File: src/rtl/cfgp_pkg.sv
package cfgp_pkg;
   localparam int unsigned CFGP_DATA_W  = 8;
   localparam int unsigned CFGP_ADDR_W  = 8;
   localparam int unsigned CFGP_IDX_LSB = 2;
   localparam int unsigned CFGP_IDX_W   = 5;

   // number of read-only registers at the top of the register space
   function automatic int unsigned ro_count(int unsigned idx_w, int unsigned ro_base);
      return (1 << idx_w) - ro_base;
   endfunction
endpackage

File: src/rtl/cfgp_shift.sv
module cfgp_shift #(
   parameter int unsigned FRAME = 16,
   parameter int unsigned CNT_W = 5
) (
   input  logic             sclk,
   input  logic             clr,
   input  logic             rw_i,
   input  logic             sd_i,
   output logic [CNT_W-1:0] cnt,
   output logic [FRAME-1:0] sh,
   output logic             rw_q
);
   always_ff @(posedge sclk or posedge clr) begin
      if (clr) begin
         cnt  <= '0;
         sh   <= '0;
         rw_q <= 1'b0;
      end else if (cnt != CNT_W'(FRAME)) begin
         sh  <= {sh[FRAME-2:0], sd_i};
         cnt <= cnt + 1'b1;
         if (cnt == '0) rw_q <= rw_i;
      end
   end
endmodule

File: src/rtl/cfgp_bank.sv
module cfgp_bank #(
   parameter int unsigned DATA_W   = 8,
   parameter int unsigned IDX_W    = 5,
   parameter int unsigned SHADOW_A = 16,
   parameter int unsigned SHADOW_B = 17,
   parameter int unsigned RO_BASE  = 28,
   localparam int unsigned NREG    = 1 << IDX_W,
   localparam int unsigned NRO     = NREG - RO_BASE,
   localparam int unsigned NSLOT   = NREG + 2
) (
   input  logic                    sclk,
   input  logic                    rst_n,
   input  logic                    wr_en,
   input  logic [IDX_W-1:0]        wr_idx,
   input  logic [DATA_W-1:0]       wr_data,
   input  logic [IDX_W-1:0]        rd_idx,
   output logic [DATA_W-1:0]       rd_data,
   input  logic [NRO*DATA_W-1:0]   sts_i,
   output logic [NSLOT*DATA_W-1:0] cfg_o
);
   localparam int unsigned RO_W = (NRO > 1) ? $clog2(NRO) : 1;

   logic [DATA_W-1:0] prim   [NREG];
   logic [DATA_W-1:0] sec    [2];
   logic [DATA_W-1:0] sts_arr[NRO];
   logic [1:0]        tog;

   for (genvar k = 0; k < NRO; k++) begin : g_sts
      assign sts_arr[k] = sts_i[k*DATA_W +: DATA_W];
   end

   // copy 0 of every register number
   for (genvar i = 0; i < NREG; i++) begin : g_reg
      if (i >= RO_BASE) begin : g_ro
         assign prim[i] = '0;
      end else begin : g_rw
         logic              sel_ok;
         logic [DATA_W-1:0] q;
         if (i == SHADOW_A) begin : g_sa
            assign sel_ok = ~tog[0];
         end else if (i == SHADOW_B) begin : g_sb
            assign sel_ok = ~tog[1];
         end else begin : g_pl
            assign sel_ok = 1'b1;
         end
         always_ff @(posedge sclk or negedge rst_n) begin
            if (!rst_n)                                          q <= '0;
            else if (wr_en && wr_idx == IDX_W'(i) && sel_ok)      q <= wr_data;
         end
         assign prim[i] = q;
      end
      assign cfg_o[i*DATA_W +: DATA_W] = prim[i];
   end

   // second copies and their toggles
   for (genvar s = 0; s < 2; s++) begin : g_shadow
      localparam int unsigned SI = (s == 0) ? SHADOW_A : SHADOW_B;
      logic              t;
      logic [DATA_W-1:0] q2;
      always_ff @(posedge sclk or negedge rst_n) begin
         if (!rst_n) begin
            t  <= 1'b0;
            q2 <= '0;
         end else if (wr_en && wr_idx == IDX_W'(SI)) begin
            t <= ~t;
            if (t) q2 <= wr_data;
         end
      end
      assign tog[s] = t;
      assign sec[s] = q2;
      assign cfg_o[(NREG+s)*DATA_W +: DATA_W] = q2;
   end

   logic [IDX_W-1:0] ro_full;
   logic [RO_W-1:0]  ro_off;
   assign ro_full = rd_idx - IDX_W'(RO_BASE);
   assign ro_off  = ro_full[RO_W-1:0];

   always_comb begin
      rd_data = prim[rd_idx];
      if (rd_idx >= IDX_W'(RO_BASE))             rd_data = sts_arr[ro_off];
      else if (rd_idx == IDX_W'(SHADOW_A))       rd_data = tog[0] ? prim[rd_idx] : sec[0];
      else if (rd_idx == IDX_W'(SHADOW_B))       rd_data = tog[1] ? prim[rd_idx] : sec[1];
   end
endmodule

File: src/rtl/cfgp_drive.sv
module cfgp_drive #(
   parameter int unsigned DATA_W = 8,
   parameter int unsigned ADDR_W = 8,
   parameter int unsigned CNT_W  = 5,
   localparam int unsigned FRAME = ADDR_W + DATA_W
) (
   input  logic              sclk,
   input  logic              clr,
   input  logic [CNT_W-1:0]  cnt,
   input  logic              rw_q,
   input  logic [DATA_W-1:0] rd_data,
   output logic              sd_o,
   output logic              sd_oe
);
   logic [DATA_W-1:0] dsh;

   always_ff @(negedge sclk or posedge clr) begin
      if (clr) begin
         dsh   <= '0;
         sd_oe <= 1'b0;
      end else if (cnt == CNT_W'(ADDR_W)) begin
         dsh   <= rd_data;
         sd_oe <= rw_q;
      end else if (cnt > CNT_W'(ADDR_W) && cnt < CNT_W'(FRAME)) begin
         dsh   <= {dsh[DATA_W-2:0], 1'b0};
      end else begin
         sd_oe <= 1'b0;
      end
   end

   assign sd_o = dsh[DATA_W-1];
endmodule

File: src/rtl/cfg_serial_port.sv
module cfg_serial_port
   import cfgp_pkg::*;
#(
   parameter int unsigned DATA_W   = CFGP_DATA_W,
   parameter int unsigned ADDR_W   = CFGP_ADDR_W,
   parameter int unsigned IDX_LSB  = CFGP_IDX_LSB,
   parameter int unsigned IDX_W    = CFGP_IDX_W,
   parameter int unsigned SHADOW_A = 16,
   parameter int unsigned SHADOW_B = 17,
   parameter int unsigned RO_BASE  = 28,
   localparam int unsigned NREG    = 1 << IDX_W,
   localparam int unsigned NSLOT   = NREG + 2,
   localparam int unsigned NRO     = ro_count(IDX_W, RO_BASE),
   localparam int unsigned FRAME   = ADDR_W + DATA_W,
   localparam int unsigned CNT_W   = $clog2(FRAME + 1)
) (
   input  logic                    sclk,
   input  logic                    rst_n,
   input  logic                    cs_n,
   input  logic                    rw_i,
   input  logic                    sd_i,
   output logic                    sd_o,
   output logic                    sd_oe,
   input  logic [NRO*DATA_W-1:0]   sts_i,
   output logic [NSLOT*DATA_W-1:0] cfg_o
);
   if (IDX_LSB + IDX_W > ADDR_W) begin : g_bad_idx
      $error("register index does not fit in the address");
   end
   if (SHADOW_A == SHADOW_B) begin : g_bad_sh
      $error("shadowed register numbers must differ");
   end
   if (RO_BASE <= SHADOW_A || RO_BASE <= SHADOW_B || RO_BASE >= NREG) begin : g_bad_ro
      $error("read-only range must lie above the shadowed registers and inside the space");
   end
   if (DATA_W < 2 || ADDR_W < 2) begin : g_bad_w
      $error("field widths too small");
   end

   logic              clr;
   logic [CNT_W-1:0]  cnt;
   logic [FRAME-1:0]  sh;
   logic              rw_q;
   logic              wr_en;
   logic [ADDR_W-1:0] wr_addr;
   logic [DATA_W-1:0] wr_data;
   logic [IDX_W-1:0]  wr_idx;
   logic [IDX_W-1:0]  rd_idx;
   logic [DATA_W-1:0] rd_data;

   assign clr = cs_n | ~rst_n;

   cfgp_shift #(.FRAME(FRAME), .CNT_W(CNT_W)) u_shift (
      .sclk(sclk), .clr(clr), .rw_i(rw_i), .sd_i(sd_i),
      .cnt(cnt), .sh(sh), .rw_q(rw_q)
   );

   // on the last rising edge the address sits one bit below the top
   assign wr_addr = sh[FRAME-2 -: ADDR_W];
   assign wr_data = {sh[DATA_W-2:0], sd_i};
   assign wr_idx  = wr_addr[IDX_LSB +: IDX_W];
   assign wr_en   = ~cs_n & ~rw_q & (cnt == CNT_W'(FRAME - 1));
   assign rd_idx  = sh[IDX_LSB +: IDX_W];

   cfgp_bank #(
      .DATA_W(DATA_W), .IDX_W(IDX_W), .SHADOW_A(SHADOW_A),
      .SHADOW_B(SHADOW_B), .RO_BASE(RO_BASE)
   ) u_bank (
      .sclk(sclk), .rst_n(rst_n), .wr_en(wr_en), .wr_idx(wr_idx),
      .wr_data(wr_data), .rd_idx(rd_idx), .rd_data(rd_data),
      .sts_i(sts_i), .cfg_o(cfg_o)
   );

   cfgp_drive #(.DATA_W(DATA_W), .ADDR_W(ADDR_W), .CNT_W(CNT_W)) u_drive (
      .sclk(sclk), .clr(clr), .cnt(cnt), .rw_q(rw_q),
      .rd_data(rd_data), .sd_o(sd_o), .sd_oe(sd_oe)
   );
endmodule

File: config.mk
export PLATFORM = sky130hd
export DESIGN_NAME = cfg_serial_port
export DESIGN_NICKNAME = d
export VERILOG_FILES = /design/src/rtl/cfgp_pkg.sv /design/src/rtl/cfgp_shift.sv /design/src/rtl/cfgp_bank.sv /design/src/rtl/cfgp_drive.sv /design/src/rtl/cfg_serial_port.sv
export SDC_FILE = /design/constraint.sdc
export NUM_CORES = 1
export LEC_CHECK = 0
export BUFFER_PORTS_ARGS = -buffer_cell sky130_fd_sc_hd__buf_2
export CAP_MARGIN = 20
export CORE_ASPECT_RATIO = 0.7
export CORE_MARGIN = 2
export CORE_UTILIZATION = 49
export DETAILED_ROUTE_END_ITERATION = 8
export PLACE_DENSITY_LB_ADDON = 0.25
export SLEW_MARGIN = 20
export SYNTH_ARGS = -nofsm -noshare
export SYNTH_HDL_FRONTEND = slang
export SYNTH_SLANG_ARGS = --single-unit
File: constraint.sdc
create_clock -name sclk -period 2.3 [get_ports sclk]
set_input_delay 0.46 -clock sclk [delete_from_list [all_inputs] [get_ports sclk]]
set_output_delay 0.46 -clock sclk [all_outputs]
set_load 0.005 [all_outputs]
==> results.md <==
- The clock net in this run drives a total of 271 sinks.
- The initial cell density of the core is 0.495.
- The critical path is of the flop to flop type.
- The antenna diode count is 0.
- The transition time at the pin with the least slew margin is 827 ps.
- The total placed instance area is 0.0182 mm2.
- The worst setup path is captured at a flop.
- In the final routed layout, each cell accounts on average for 23.3 um.
- Setup violations remaining at the end of the flow were counted as 157.
- Measured against its own limit, the worst slew margin works out to 0.449.
- The critical path launch point type is a flop.
- The overall power consumption is 10.0 mW.
- The Yosys step of the flow raised 0 warnings.
- The die is 200 um wide.
- The sequential cell area is 0.00679 mm2.
- Summing every instance area after synthesis gives 0.0132 mm2.
- Of the cells placed in the final design, the portion with a size suffix greater than 1 is 0.701.
- After synthesis the netlist holds a flip-flop and latch count of 271.
- Yosys attributes the largest share of cell area to sky130_fd_sc_hd__dfrtp_1, sky130_fd_sc_hd__mux2_2, sky130_fd_sc_hd__mux4_2.
- The type of the worst min-delay path is input port to async pin.
- The per-cell via count in the routed design is 5.67.
- Across all layers, the routed design uses 11400 vias.
- Of all nets on the critical path, the largest fanout is 6.
- Setup repair after global routing could not meet its margin everywhere.
- The filler cell count is 1696.
- The number of global-route vias before repair was 11400.
- The post-DP HPWL is 33500 um.
- After synthesis, the largest family of logic cells by area is multiplexers.
- From bottom edge to top edge, the die measures 141 um.
- Of the total synthesized cell area, the portion taken by AND, OR, NAND and NOR gates is 0.0552.
- The net count of the finished layout is 1658.
- The total die area is 0.0282 mm2.
- The final-report hold violation count came to 0.
- The setup slack after layout is -977 ps.
- The number of clock buffers added by TritonCTS is 28.
- The adder-cell share of the synthesized area is 0.00285.
- The arrival time of data at the critical path endpoint is 2670 ps.
- The area fraction in compound gates after synthesis is 0.0609.
- The static leakage is 10.9 nW.
- Of the total synthesized cell area, the portion taken by XOR and XNOR cells is 0.00332.
- The detail route stage leaves a number of antenna-violating nets equal to 0.
- The number of levels the H-tree was split into is 1.
- The worst clock skew is 23.6 ps.
- Routability-driven placement finished with a final weighted congestion of 0.925.
- The quantity of I/O buffers inserted on ports is 278.
- The proportion of synthesized chip area in sequential cells is 0.515.
- The run finished, with violations left.
- The synthesized area per cell is 13.8 um2.
- In this run the core area contains 50 standard-cell rows.
- The async set-reset flop share out of synthesis is 1.00.
- The initial detailed-routing violation count is 804.
- Global routing finished with a remaining overflow of 0.
- The post-route standard cell area excluding fillers is 0.0200 mm2.
- The final reports fail on negative setup slack.
- The tool flagged a number of max-cap violations equal to 0.
- Entering global routing, the biggest net connects 186 pins.
- The TritonCTS clock tree is done.
- Data on the critical path is required at its endpoint by 1690 ps.
- The number of placed I/O pins is 311.
- The synthesized design spends more area on one cell type than any other, namely sky130_fd_sc_hd__dfrtp_1.
- Summed over all layers, the routed wires come to 46800 um.
- The clock transition at the register clock pins on the worst setup and hold paths after CTS is 60 ps.
- The tree is rooted in a sky130_fd_sc_hd__clkbuf_16.
- The share of the core filled with cells is 0.753.
- The share of synthesized area in the top cell type comes to 0.498.
- The multi-input combinational cells in the finished layout cover a total of 0.00663 mm2.
- The number of library cell types mapped by synthesis is 54.
- Of the post-synthesis cell area, the part taken by muxes is 0.319.
- For this design the ratio of total power to cell area is 502 mW/mm2.
- The maximum count of clock buffers along a single path is 3.
- The insertion delay of the later-clocked pin in the worst-skew pair is 570 ps.
- The initial antenna violation count is 3.
- The final count of pins violating max slew is 0.
- Synthesis produced 957 cells.
- Hold timing on the final database bottoms out at a slack of 114 ps.
- The count of unresolved DRC violations after routing is 0.
- The total iterations of the first detailed-routing run is 5.
- The area of the placeable core is 0.0266 mm2.
- The number of flops mapped to enable cells by yosys is 0.
- IR analysis of the VDD net gives a maximum drop of 0.585 mV.
- The first-pass GRT wire length is 69500 um.
- The most instantiated flip-flop cell in the synthesis netlist is sky130_fd_sc_hd__dfrtp_1.
- The combined global-route utilization of all metal layers is 0.330.
- Compared with the post-synthesis result, the final layout area differs by 51.9%.
[power breakdown]
group          internal, mW  total (mW)  switching (mW)  leakage (nW)
clock                  2.49        4.44            1.95         0.429
combinational         0.316       0.763           0.447          6.68
sequential             4.80        4.84          0.0413          3.75
total                  7.60        10.0            2.44          10.9
[worst max-delay path, cell delays in order, from the launching register on]
cell	delay [ps]
sky130_fd_sc_hd__dfrtp_4	520
sky130_fd_sc_hd__buf_12	160
sky130_fd_sc_hd__or4b_4	530
sky130_fd_sc_hd__nor3b_4	220
sky130_fd_sc_hd__buf_4	170
sky130_fd_sc_hd__a221oi_2	70
sky130_fd_sc_hd__and4_1	200
sky130_fd_sc_hd__a311oi_1	220
[kinds of logic after synthesis]
family | Yosys count
DFF | 271
muxes | 329
adders and majority gates | 3
other | 1
xor gates and xnor gates | 5
and+or+nand+nor | 122
buffers and inverters | 110
AOI/OAI and AO/OA | 116
[layout make-up]
type	instances	area share
flip-flops and latches	271	0.339
multi-input cells	607	0.331
repair buffers	699	0.261
clock buffers	48	0.0423
well taps	364	0.0228
inverters	11	0.00219
clock inverters	4	0.00156
[cell usage in the layout (no fill, tap or decap), drive strengths merged, types with 4 or more instances in the layout]
master / count
buf: 698
mux2: 272
dfrtp: 262
clkbuf: 48
mux4: 45
nand2: 44
conb: 32
o211ai: 21
a21oi: 18
o21ai: 17
nand3: 14
nor2: 14
nor3: 14
a221oi: 13
mux2i: 12
inv: 11
dfrtn: 9
o22ai: 9
nor2b: 9
a22oi: 9
a311oi: 8
a21o: 7
nand2b: 7
a211oi: 6
xnor2: 5
nor3b: 4
and3b: 4
clkinv: 4
[metal layers]
metal / routed length, um / vias up / GRT usage
li1: - / 4851 / -
met1: 20400 / 5891 / 0.484
met2: 21400 / 549 / 0.495
met3: 3930 / 73 / 0.0766
met4: 1070 / 2 / 0.0916
met5: 11 / - / 0
[through the flow]
step	std cells	setup WS, ps	setup TNS (ps)
after floorplan	988	-757	-15810
after global placement	1927	-973	-43690
after detailed placement	1927	-988	-48830
after CTS	1998	-948	-51440
after global routing	2004	-1050	-61500
final	2004	-977	-53470
[sequential cells by signal, indices dropped and copies added (netlist names)]
name,flops
u_shift.cnt,5
u_drive.dsh,8
u_drive.sd_oe,1
u_bank.g_shadow.q2,16
u_bank.g_shadow.t,2
u_bank.g.g_rw.q,224
u_shift.rw_q,1
u_shift.sh,14
[synth_stat cells (5+ instances only)]
| cell type | instances |
|---|---|
| sky130_fd_sc_hd__nand2_1 | 44 |
| sky130_fd_sc_hd__mux2_2 | 269 |
| sky130_fd_sc_hd__o21ai_0 | 17 |
| sky130_fd_sc_hd__buf_2 | 13 |
| sky130_fd_sc_hd__nor2_1 | 10 |
| sky130_fd_sc_hd__dfrtp_1 | 262 |
| sky130_fd_sc_hd__nor3_1 | 8 |
| sky130_fd_sc_hd__nor2b_1 | 9 |
| sky130_fd_sc_hd__nand3_1 | 13 |
| sky130_fd_sc_hd__nand2b_1 | 7 |
| sky130_fd_sc_hd__buf_4 | 38 |
| sky130_fd_sc_hd__a21o_1 | 7 |
| sky130_fd_sc_hd__a311oi_1 | 8 |
| sky130_fd_sc_hd__a21oi_1 | 18 |
| sky130_fd_sc_hd__a211oi_1 | 6 |
| sky130_fd_sc_hd__o22ai_1 | 9 |
| sky130_fd_sc_hd__a221oi_1 | 13 |
| sky130_fd_sc_hd__xnor2_1 | 5 |
| sky130_fd_sc_hd__mux2i_1 | 12 |
| sky130_fd_sc_hd__a22oi_1 | 9 |
| sky130_fd_sc_hd__clkbuf_1 | 44 |
| sky130_fd_sc_hd__o211ai_1 | 21 |
| sky130_fd_sc_hd__dfrtn_1 | 9 |
| sky130_fd_sc_hd__mux4_2 | 45 |
| sky130_fd_sc_hd__inv_1 | 10 |
[timing repair]
item / in CTS / in global routing
endpoints found under the setup margin: 216 / 248
pin swaps: 28 / 17
hold endpoints to repair: 19 / 0
cloned: 7 / 0
hold buffers: 1 / 0
gates resized for setup: 128 / 46
setup buffers: 16 / 8
[final timing paths]
check,start,endpoint,slack (ps),cells past startpoint
min in group sclk,rw_i,u_shift.rw_q,140,2
worst max register to register,u_shift.sh[3],u_drive.dsh[7],-980,7
worst min-delay path,cs_n,u_shift.sh[0],110,3
worst max-delay path,u_shift.sh[3],u_drive.dsh[7],-980,7
max in group asynchronous,rst_n,u_drive.dsh[1],380,3
worst min register to register,u_drive.sd_oe,u_drive.sd_oe,490,2
No activity file was read; power rests on OpenSTA's default activity.
